<file path="src/rtl/sclt_pkg.sv">
package sclt_pkg;
   localparam int FW     = 8;   // width of every timing field
   localparam int OVW    = 6;   // width of the overhead count
   localparam int WORD_W = 32;

   typedef enum logic [1:0] {
      CMD_START  = 2'd0,
      CMD_BIT    = 2'd1,
      CMD_RSTART = 2'd2,
      CMD_STOP   = 2'd3
   } cmd_e;

   typedef enum logic [3:0] {
      ST_IDLE, ST_HOLD, ST_SETUP, ST_RSREL, ST_RISE,
      ST_HIGH, ST_STASU, ST_STAHD, ST_STOSU
   } phase_e;

   typedef struct packed {
      logic [FW-1:0]  su_sta;
      logic [FW-1:0]  hd_sta;
      logic [FW-1:0]  su_sto;
      logic [FW-1:0]  low_rest;
      logic [FW-1:0]  high;
      logic [FW-1:0]  div;
      logic [FW-1:0]  sr_rel;
      logic [FW-1:0]  hd_dat;
      logic [OVW-1:0] ovh;
   } tcfg_t;
endpackage

</file>
<file path="src/rtl/sclt_cfg_sel.sv">
module sclt_cfg_sel
   import sclt_pkg::*;
#(
   parameter int FILTER_PASSES = 2,
   parameter int OVH_BASE      = 8
) (
   input  logic              hs_sel_i,
   input  logic [2:0]        filt_i,
   input  logic [WORD_W-1:0] fs_w1_i,
   input  logic [WORD_W-1:0] fs_w2_i,
   input  logic [WORD_W-1:0] fs_w3_i,
   input  logic [WORD_W-1:0] hs_w1_i,
   input  logic [WORD_W-1:0] hs_w2_i,
   input  logic [WORD_W-1:0] hs_w3_i,
   input  logic [WORD_W-1:0] hold_w_i,
   output tcfg_t             cfg_o
);
   localparam int MAX_OVH = OVH_BASE + FILTER_PASSES * 7;

   logic [WORD_W-1:0] w1, w2, w3;
   logic [FW-1:0]     t_low, t_su_dat;
   logic [FW:0]       rest_diff;
   logic [OVW-1:0]    flt_term;

   assign w1 = hs_sel_i ? hs_w1_i : fs_w1_i;
   assign w2 = hs_sel_i ? hs_w2_i : fs_w2_i;
   assign w3 = hs_sel_i ? hs_w3_i : fs_w3_i;

   assign t_low     = w2[15:8];
   assign t_su_dat  = w2[31:24];
   assign rest_diff = {1'b0, t_low} - {1'b0, hold_w_i[7:0]} - 9'd1;

   generate
      if (OVH_BASE < 1 || MAX_OVH >= (1 << OVW)) begin : g_bad_ovh
         $error("sclt_cfg_sel: OVH_BASE out of range");
      end
      if (FILTER_PASSES == 2) begin : g_filt_twice
         assign flt_term = {2'b00, filt_i, 1'b0};
      end else if (FILTER_PASSES == 1) begin : g_filt_once
         assign flt_term = {3'b000, filt_i};
      end else begin : g_filt_bad
         $error("sclt_cfg_sel: FILTER_PASSES must be 1 or 2");
         assign flt_term = '0;
      end
   endgenerate

   always_comb begin
      cfg_o.su_sta   = w1[31:24];
      cfg_o.hd_sta   = w1[23:16];
      cfg_o.su_sto   = w1[15:8];
      cfg_o.high     = w2[7:0];
      cfg_o.div      = w3[23:16];
      cfg_o.sr_rel   = w3[7:0];
      cfg_o.hd_dat   = hold_w_i[7:0];
      cfg_o.ovh      = OVW'(OVH_BASE) + flt_term;
      // rest of the low interval: at least data setup, else what low still needs
      if (!rest_diff[FW] && (rest_diff[FW-1:0] > t_su_dat))
         cfg_o.low_rest = rest_diff[FW-1:0];
      else
         cfg_o.low_rest = t_su_dat;
   end

   logic unused_bits;
   assign unused_bits = ^{w1[7:0], w2[23:16], w3[31:24], w3[15:8], hold_w_i[31:8]};
endmodule

</file>
<file path="src/rtl/sclt_prescaler.sv">
module sclt_prescaler #(
   parameter int W = 8
) (
   input  logic         clk_i,
   input  logic         rst_ni,
   input  logic         restart_i,
   input  logic [W-1:0] div_i,
   output logic         tick_o
);
   generate
      if (W < 1) begin : g_bad_w
         $error("sclt_prescaler: W must be positive");
      end
   endgenerate

   logic [W-1:0] cnt;

   assign tick_o = (cnt == div_i);

   always_ff @(posedge clk_i or negedge rst_ni) begin
      if (!rst_ni)                  cnt <= '0;
      else if (restart_i || tick_o) cnt <= '0;
      else                          cnt <= cnt + 1'b1;
   end
endmodule

</file>
<file path="src/rtl/scl_timing_gen.sv">
module scl_timing_gen
   import sclt_pkg::*;
#(
   parameter int FILTER_PASSES = 2,
   parameter int OVH_BASE      = 8
) (
   input  logic              clk_i,
   input  logic              rst_ni,
   input  logic              hs_sel_i,
   input  logic [2:0]        filt_i,
   input  logic [WORD_W-1:0] fs_word1_i,
   input  logic [WORD_W-1:0] fs_word2_i,
   input  logic [WORD_W-1:0] fs_word3_i,
   input  logic [WORD_W-1:0] hs_word1_i,
   input  logic [WORD_W-1:0] hs_word2_i,
   input  logic [WORD_W-1:0] hs_word3_i,
   input  logic [WORD_W-1:0] hold_word_i,
   input  logic              cmd_valid_i,
   input  logic [1:0]        cmd_i,
   output logic              cmd_ready_o,
   output logic              busy_o,
   output logic              bus_free_o,
   output logic              scl_o,
   output logic              scl_rise_o,
   output logic              scl_fall_o,
   output logic              sda_chg_o,
   output logic              sda_smp_o,
   output logic              done_o
);
   tcfg_t          cfg_live, cfg_q, cfg_use;
   phase_e         state, nxt_state;
   cmd_e           cur_cmd, nxt_cmd;
   logic [FW-1:0]  ph_cnt, nxt_cnt;
   logic           tick, restart, latch, phase_end, legal;
   logic           scl_q, nxt_scl, free_q, nxt_free;
   logic           n_rise, n_fall, n_chg, n_smp, n_done;

   sclt_cfg_sel #(.FILTER_PASSES(FILTER_PASSES), .OVH_BASE(OVH_BASE)) u_sel (
      .hs_sel_i(hs_sel_i), .filt_i(filt_i),
      .fs_w1_i(fs_word1_i), .fs_w2_i(fs_word2_i), .fs_w3_i(fs_word3_i),
      .hs_w1_i(hs_word1_i), .hs_w2_i(hs_word2_i), .hs_w3_i(hs_word3_i),
      .hold_w_i(hold_word_i), .cfg_o(cfg_live)
   );

   // live values while idle (accept cycle), captured copy while running
   assign cfg_use = (state == ST_IDLE) ? cfg_live : cfg_q;

   sclt_prescaler #(.W(FW)) u_pre (
      .clk_i(clk_i), .rst_ni(rst_ni), .restart_i(restart),
      .div_i(cfg_use.div), .tick_o(tick)
   );

   assign legal     = ((cmd_e'(cmd_i) == CMD_START) == free_q);
   assign phase_end = (state == ST_RISE) ? (ph_cnt == '0) : (tick && (ph_cnt == '0));

   always_comb begin
      nxt_state = state;
      nxt_cmd   = cur_cmd;
      nxt_cnt   = ph_cnt;
      nxt_scl   = scl_q;
      nxt_free  = free_q;
      restart   = 1'b0;
      latch     = 1'b0;
      {n_rise, n_fall, n_chg, n_smp, n_done} = '0;
      if (state == ST_IDLE) begin
         if (cmd_valid_i && legal) begin
            latch   = 1'b1;
            restart = 1'b1;
            nxt_cmd = cmd_e'(cmd_i);
            if (cmd_e'(cmd_i) == CMD_START) begin
               nxt_state = ST_STASU;
               nxt_cnt   = cfg_use.su_sta;
            end else begin
               nxt_state = ST_HOLD;
               nxt_cnt   = cfg_use.hd_dat;
            end
         end
      end else if (phase_end) begin
         restart = 1'b1;
         unique case (state)
            ST_HOLD: begin
               n_chg = 1'b1;
               if (cur_cmd == CMD_RSTART) begin
                  nxt_state = ST_RSREL;
                  nxt_cnt   = cfg_use.sr_rel;
               end else begin
                  nxt_state = ST_SETUP;
                  nxt_cnt   = cfg_use.low_rest;
               end
            end
            ST_SETUP, ST_RSREL: begin
               n_rise    = 1'b1;
               nxt_scl   = 1'b1;
               nxt_state = ST_RISE;
               nxt_cnt   = FW'(cfg_use.ovh) - 1'b1;
            end
            ST_RISE: begin
               if (cur_cmd == CMD_BIT) begin
                  nxt_state = ST_HIGH;
                  nxt_cnt   = cfg_use.high;
               end else if (cur_cmd == CMD_RSTART) begin
                  nxt_state = ST_STASU;
                  nxt_cnt   = cfg_use.su_sta;
               end else begin
                  nxt_state = ST_STOSU;
                  nxt_cnt   = cfg_use.su_sto;
               end
            end
            ST_HIGH: begin
               {n_smp, n_fall, n_done} = '1;
               nxt_scl   = 1'b0;
               nxt_state = ST_IDLE;
            end
            ST_STASU: begin
               n_chg     = 1'b1;
               nxt_state = ST_STAHD;
               nxt_cnt   = cfg_use.hd_sta;
            end
            ST_STAHD: begin
               {n_fall, n_done} = '1;
               nxt_scl   = 1'b0;
               nxt_free  = 1'b0;
               nxt_state = ST_IDLE;
            end
            ST_STOSU: begin
               {n_chg, n_done} = '1;
               nxt_free  = 1'b1;
               nxt_state = ST_IDLE;
            end
            default: nxt_state = ST_IDLE;
         endcase
      end else if (state == ST_RISE || tick) begin
         nxt_cnt = ph_cnt - 1'b1;
      end
   end

   always_ff @(posedge clk_i or negedge rst_ni) begin
      if (!rst_ni) begin
         state   <= ST_IDLE;
         cur_cmd <= CMD_START;
         ph_cnt  <= '0;
         cfg_q   <= '0;
         scl_q   <= 1'b1;
         free_q  <= 1'b1;
         {scl_rise_o, scl_fall_o, sda_chg_o, sda_smp_o, done_o} <= '0;
      end else begin
         state   <= nxt_state;
         cur_cmd <= nxt_cmd;
         ph_cnt  <= nxt_cnt;
         if (latch) cfg_q <= cfg_live;
         scl_q   <= nxt_scl;
         free_q  <= nxt_free;
         {scl_rise_o, scl_fall_o, sda_chg_o, sda_smp_o, done_o} <=
            {n_rise, n_fall, n_chg, n_smp, n_done};
      end
   end

   assign scl_o       = scl_q;
   assign bus_free_o  = free_q;
   assign busy_o      = (state != ST_IDLE);
   assign cmd_ready_o = (state == ST_IDLE);

   AST_RISE_EDGE: assert property (@(posedge clk_i) disable iff (!rst_ni)
      $rose(scl_o) |-> scl_rise_o);
   AST_FALL_EDGE: assert property (@(posedge clk_i) disable iff (!rst_ni)
      $fell(scl_o) |-> scl_fall_o);
   AST_EDGE_EXCL: assert property (@(posedge clk_i) disable iff (!rst_ni)
      $onehot0({sda_chg_o, scl_rise_o, scl_fall_o}));
   AST_SMP_AT_FALL: assert property (@(posedge clk_i) disable iff (!rst_ni)
      sda_smp_o |-> ($past(scl_o) && scl_fall_o && done_o));
   AST_FREE_SCL_HIGH: assert property (@(posedge clk_i) disable iff (!rst_ni)
      bus_free_o |-> scl_o);
   AST_QUIET_IDLE: assert property (@(posedge clk_i) disable iff (!rst_ni)
      (!busy_o && !done_o) |-> !(sda_chg_o || sda_smp_o || scl_rise_o || scl_fall_o));
   AST_ILLEGAL_DROP: assert property (@(posedge clk_i) disable iff (!rst_ni)
      (cmd_ready_o && cmd_valid_i && !legal) |=> (!busy_o && $stable(scl_o)));
endmodule

</file>
<file path="config.mk">
export PLATFORM = sky130hd
export DESIGN_NAME = scl_timing_gen
export DESIGN_NICKNAME = d
export VERILOG_FILES = /design/src/rtl/sclt_pkg.sv /design/src/rtl/sclt_cfg_sel.sv /design/src/rtl/sclt_prescaler.sv /design/src/rtl/scl_timing_gen.sv
export SDC_FILE = /design/constraint.sdc
export NUM_CORES = 1
export LEC_CHECK = 0
export ABC_AREA = 0
export CAP_MARGIN = 5
export CORE_ASPECT_RATIO = 0.5
export CORE_MARGIN = 3
export CORE_UTILIZATION = 28
export CTS_CLUSTER_SIZE = 30
export DETAILED_ROUTE_END_ITERATION = 8
export HOLD_SLACK_MARGIN = 0.05
export PLACE_DENSITY_LB_ADDON = 0.15
export SLEW_MARGIN = 40
export SYNTH_ARGS = -nofsm -noshare
export SYNTH_HDL_FRONTEND = slang
export SYNTH_SLANG_ARGS = --single-unit
</file>
<file path="constraint.sdc">
create_clock -name clk_i -period 6.95 [get_ports clk_i]
set_clock_uncertainty 0.05 [all_clocks]
set_input_delay 1.0425 -clock clk_i [delete_from_list [all_inputs] [get_ports clk_i]]
set_output_delay 1.0425 -clock clk_i [all_outputs]
set_load 0.01 [all_outputs]
</file>
==> results.yml, run 1 <==
setup_path:
  arrival_ns: 4.84
  rrSetupSlack_ns: 2.55
  end_kind: "register"
  r2r_start: "state[1]"
  r2r_cells: 10
  start_kind: "input pin"
  rr_endpoint: "u_pre.cnt[5]"
  critPathMaxFanout: 23
  worst-setup-path-type: "in2reg"
  worstPathRequired_ns: 7.13
logic_synthesis:
  synth_top_area_share_pct: 35.5
  synthFlopType: "dfrtp_1"
  ys_warn_count: 0
  syn_inst: 675
  synthTopCellsByArea: "dfrtp_1, mux2i_1, mux2_2"
  synth_edf_count: 0
  yosysSeqAreaShare_pct: 36.3
  syn_nets: 931
  synth_top_area_cell: "dfrtp_1"
  ys_types: 67
  synth.avg_cell_area_um2: 9.09
  synth_area_um2: 6130
  synthArstFlopShare_pct: 100
  synth-seq-cells: 89
layout:
  mostFrequentLayoutCells: "clkdlybuf4s50_1, dfrtp_1, nand2_1"
  layout-drive-gt1-share_pct: 9.78
  area_growth_pct: 33.3
  final_common_cell: "clkdlybuf4s50_1"
  nets: 1059
  n_antenna_cell: 0
run:
  maxCapViolCount: 0
cts:
  root_buffer: "clkbuf_16"
  ctsHoldBuffers: 0
  htreeDepth: 3
  clk_pin_slew_ns: 0.06
  insertion_delay_ns: 0.35
  cts.repair.resized: 0
  cts_tree: "built"
  numCtsBuffers: 9
  post_cts_buffers: 0
  cts.path.max_buffers: 2
  cts_sinks: 89
routing:
  final_antenna_net_count: 0
  wire_per_inst_um: 17.0
  firstDrtPassIters: 5
  drt_iter0_markers: 339
  vias: 5290
  vias_per_cell: 4.81
  wl_um: 18700
  drc: 0
min_path:
  hp-start: "cfg_q[31]"
  holdPathEnd: "cfg_q[31]"
  whs_path_depth: 2
  hp-class: "reg2reg"
sta:
  slew-limit-headroom_pct: 46.9
  worst_slack_ns: 2.29
  max_freq_mhz: 215
  period_needed_ns: 4.66
  rsz0062_at_grt: "no"
  finalHoldViolations: 0
  finalSetupViolations: 0
  timing.setup.tns_ns: 0
  min_period_over_period_pct: 67.0
  worst_pin_slew_ns: 0.791
  drv_slew: 0
place:
  dp_slack_ns: 1.91
  hpwl_um: 14100
  io_buffers: 153
  gp_congestion: 0.819
grt:
  grt-ovfl-total: 0
  grt_start_max_net_pins: 81
  grt_pass1_wl_um: 29800
  antenna_found_initial: 0
  grt_pass1_vias: 5359
  grtUsageTotal_pct: 15.7
floorplan:
  ios: 242
  num_rows: 37
  die_w_um: 215
  die-area_um2: 23800
  coreArea_um2: 21000
  start_util_pct: 29.2
  die_h_um: 111
pwr:
  leakagePower_nw: 3.48
  ir_drop_v: 0.000174
  p_per_area_nw_per_um2: 344
outcome:
  status: "complete, no violations"
worst max-delay path by stage:
stage	start	end	depth (start not counted)
after floorplan	hs_sel_i	cfg_q[38]	22
after global placement	hs_sel_i	cfg_q[39]	14
after detailed placement	hs_sel_i	cfg_q[39]	17
after CTS	hs_sel_i	cfg_q[39]	17
after global routing	hs_sel_i	u_pre.cnt[6]	10
final	hs_sel_i	cfg_q[39]	17
power breakdown:
group	internal [mW]	leakage [nW]	switching [mW]	total (mW)
Combinational	0.613	2.23	0.808	1.42
Clock	0.248	0.138	0.221	0.469
Sequential	0.744	1.11	0.175	0.919
sequential cells by signal, summed over array words and instances (netlist names), 2 cells and up:
name	count
state	4
u_pre.cnt	8
cfg_q	60
cur_cmd	2
ph_cnt	8
per-layer routing:
metal / wire (um) / up-vias / track usage, %
met5: 0 / - / 0
li1: - / 2671 / -
met1: 9170 / 2524 / 22.4
met2: 8730 / 86 / 25.5
met3: 657 / 9 / 2.71
met4: 142 / 0 / 2.64
cell usage after synthesis, types with 3 or more instances:
cell	n
a211o_1	5
a211oi_1	8
a21o_1	5
a21oi_1	24
a31oi_1	4
and2_1	6
buf_1	6
buf_2	12
buf_4	4
clkbuf_1	19
dfrtp_1	87
ha_1	22
inv_1	24
mux2_2	39
mux2i_1	62
nand2_1	86
nand3_1	8
nand4_1	3
nor2_1	54
nor3_1	13
o211ai_1	18
o21ai_0	70
o31ai_1	11
xnor2_1	10
xor2_1	17
worst max-delay path, stage by stage:
cell and delay [ns]:
buf_4 0.32, mux2_2 0.41, ha_1 0.21, fa_1 0.41
a21o_1 0.18, a21oi_1 0.25, o21bai_1 0.09, a21oi_1 0.22
xnor2_1 0.18, ha_1 0.29, a21o_1 0.16, a21oi_1 0.13
o21ai_0 0.09, o211ai_1 0.24, buf_4 0.24, mux2i_1 0.09
mux2_2 0.27
logic make-up (layout without fill, tap and decap cells):
| group | after synthesis | count (layout) | share of synthesized area (%) |
|---|---|---|---|
| simple gates | 189 | 189 | 13.4 |
| flops | 89 | 89 | 36.3 |
| fa+ha+maj | 23 | 23 | 4.81 |
| xor+xnor | 27 | 27 | 3.85 |
| buf+inv | 68 | 201 | 4.98 |
| compound gates | 176 | 176 | 18.6 |
| mux | 103 | 103 | 18.0 |
through the flow:
step | cells | hold slack, ns | total power [mW] | cell area [um2] | utilization (%)
3_5_place_dp | 1083 | 0.418 | 2.35 | 7880 | 37.5
4_1_cts | 1099 | 0.432 | 2.83 | 8160 | 38.8
3_3_place_gp | 1082 | 0.410 | 2.32 | 7870 | 37.4
6_report | 1100 | 0.430 | 2.81 | 8180 | 38.9
2_1_floorplan | 675 | 0.390 | 1.91 | 6130 | -
5_1_grt | 1100 | 0.455 | 3.06 | 8180 | 38.9
area by class of cell:
type                    count  area, um2
clock buffers              10        229
clock inverters             6       48.8
fillers                  2167      12800
inverters                  25       98.8
multi-input cells         518       3610
flip-flops and latches     89       2230
well taps                 292        365
repair buffers            160       1590
Note: power is estimated with default switching activity, not from simulation.
==> run 2: changes to the inputs <==
Clock period 6.95 ns to 4.31 ns, I/O delays scaled along.
==> run 2 against run 1 <==
  * Register-to-register slack worse by 1.9 ns
  * Count of clock-buffer cells in the layout is 2 higher
  * Utilization is 0.65 points higher
  * Flip-flop and latch count stayed put
  * Critical endpoint unchanged
  * Sequential share of layout area is 0.45 points lower
  * Routed wire length is 1.9% higher
  * Die area stayed put
  * Hold slack worse by 0.16 ns
==> results.yml, run 2 (same netlist as run 1, synthesis figures left out) <==
layout:
  area_growth_pct: 35.5
  layout-drive-gt1-share_pct: 11.3
  largest_reg_flops: 60
  n_fill_cell: 2131
  design_area_um2: 8310
  top_regs: "cfg_q: 60 flops, ph_cnt: 8 flops, u_pre.cnt: 8 flops"
  n_antenna_cell: 0
  final_util_pct: 39.5
  nets: 1068
  mostFrequentLayoutCells: "clkdlybuf4s50_1, dfrtp_1, nand2_1"
  final_cells: 1109
  final_common_cell: "clkdlybuf4s50_1"
  largest_register: "cfg_q"
setup_path:
  crit_slowest_cell: "clkdlybuf4s50_1"
  cp.buffers_inverters: 2
  path_delay_family: "compound AO/OA/AOI/OAI gates"
  max_stage_delay_ns: 0.40
  worstPathRequired_ns: 4.50
  critPathMaxFanout: 14
  end_kind: "register"
  arrival_ns: 4.09
  worst-setup-path-type: "in2reg"
  start_kind: "input pin"
  cp_cell_sequence: "clkdlybuf4s50_1 -> mux2_4 -> ha_4 -> fa_2 -> a21o_1 -> a21oi_2 -> o21bai_1 -> a21oi_1 -> xnor2_1 -> ha_1 -> a21o_1 -> a21oi_1 -> o21ai_1 -> o211ai_1 -> buf_4 -> mux2i_1 -> mux2_2"
sta:
  worst_pin_slew_ns: 0.832
  rsz0062_at_grt: "no"
  finalSetupViolations: 0
  period_needed_ns: 3.90
  min_period_over_period_pct: 90.5
  max_freq_mhz: 256
  hold_ws_ns: 0.268
  finalHoldViolations: 0
  worst_slack_ns: 0.409
  drv_slew: 0
  slew-limit-headroom_pct: 44.2
place:
  io_buffers: 153
  dp_slack_ns: 0.0307
  hpwl_um: 14700
  gp_congestion: 0.855
  placedCellCount: 1093
  placed_cell_area_um2: 7990
pwr:
  intPower_mw: 2.74
  p_sw_mw: 1.95
  switching_share_pct: 41.6
  combPwrFrac_pct: 49.7
  power.clock.fraction_pct: 18.5
  p_per_area_nw_per_um2: 565
  ir_drop_v: 0.000219
  leakagePower_nw: 3.54
  p_seq_share_pct: 31.8
routing:
  drc: 0
  wl_um: 19100
  wire_per_inst_um: 17.2
  drt_iter0_markers: 335
  final_antenna_net_count: 0
  firstDrtPassIters: 5
  vias_per_cell: 4.84
  vias: 5369
cts:
  root_buffer: "clkbuf_16"
  post_cts_buffers: 0
  cts_tree: "built"
  cts_sinks: 89
  cts.path.max_buffers: 2
  cts.repair.resized: 0
  insertion_delay_ns: 0.35
  ctsHoldBuffers: 0
  numCtsBuffers: 9
  htreeDepth: 3
  clk_pin_slew_ns: 0.07
floorplan:
  start_util_pct: 29.2
  die-area_um2: 23800
  ios: 242
  die_h_um: 111
  num_rows: 37
  die_w_um: 215
  coreArea_um2: 21000
min_path:
  hp-class: "in2async"
grt:
  antenna_found_initial: 0
  grt-ovfl-total: 0
  grt_start_max_net_pins: 75
  grt_pass1_vias: 5421
  grt_pass1_wl_um: 30400
  grtUsageTotal_pct: 16.2
run:
  maxCapViolCount: 0
outcome:
  status: "complete, no violations"
run 2: changes by cell type in the layout (fill, tap and decap cells not counted), sizes merged:
cell      previous run  this run
inv                 29        25
buf                  9        18
clkinv               2         1
clkbuf              10        12
clkinvlp             0         1
bufinv               0         2
run 2: stage by stage:
step | power [mW] | setup TNS (ns)
2_1_floorplan | 3.10 | -0.671
3_3_place_gp | 3.79 | 0
3_5_place_dp | 3.83 | 0
4_1_cts | 4.72 | 0
5_1_grt | 5.10 | 0
6_report | 4.70 | 0
run 2: cell type report:
type,count,area (um2),share of cell area [%]
clock buffer,12,246,2.97
clock inverter,4,76.3,0.918
inverter,25,98.8,1.19
sequential,89,2230,26.8
timing repair buffer,169,1650,19.9
tap,292,365,4.40
multi-input combinational,518,3640,43.9
run 2: per-layer routing:
layer  up-vias  global-route usage [%]  wire length [um]
li1       2692                       -                 -
met1      2582                    22.1              9140
met2        83                    26.5              9030
met3        12                    3.29               691
met4         0                    3.43               190
met5         -                       0                 0
run 2: power by group through the flow:
stage          clock (mW)  combinational [mW]  sequential [mW]
3_3_place_gp            0                2.30             1.49
3_5_place_dp            0                2.32             1.51
4_1_cts             0.892                2.34             1.49
6_report            0.871                2.34             1.49
5_1_grt             0.929                2.63             1.54
2_1_floorplan           0                1.71             1.39
run 2: path summary, 6_finish.rpt:
path,startpoint,end,slack (ns),cells past startpoint
min in group clk_i,cfg_q[31],cfg_q[31],0.43,2
worst min register to register,cfg_q[31],cfg_q[31],0.43,2
max in group asynchronous,rst_ni,cfg_q[14],3.22,2
worst max-delay path,fs_word2_i[8],cfg_q[39],0.41,17
worst min-delay path,rst_ni,state[1],0.27,1
worst max register to register,state[0],state[0],0.62,10
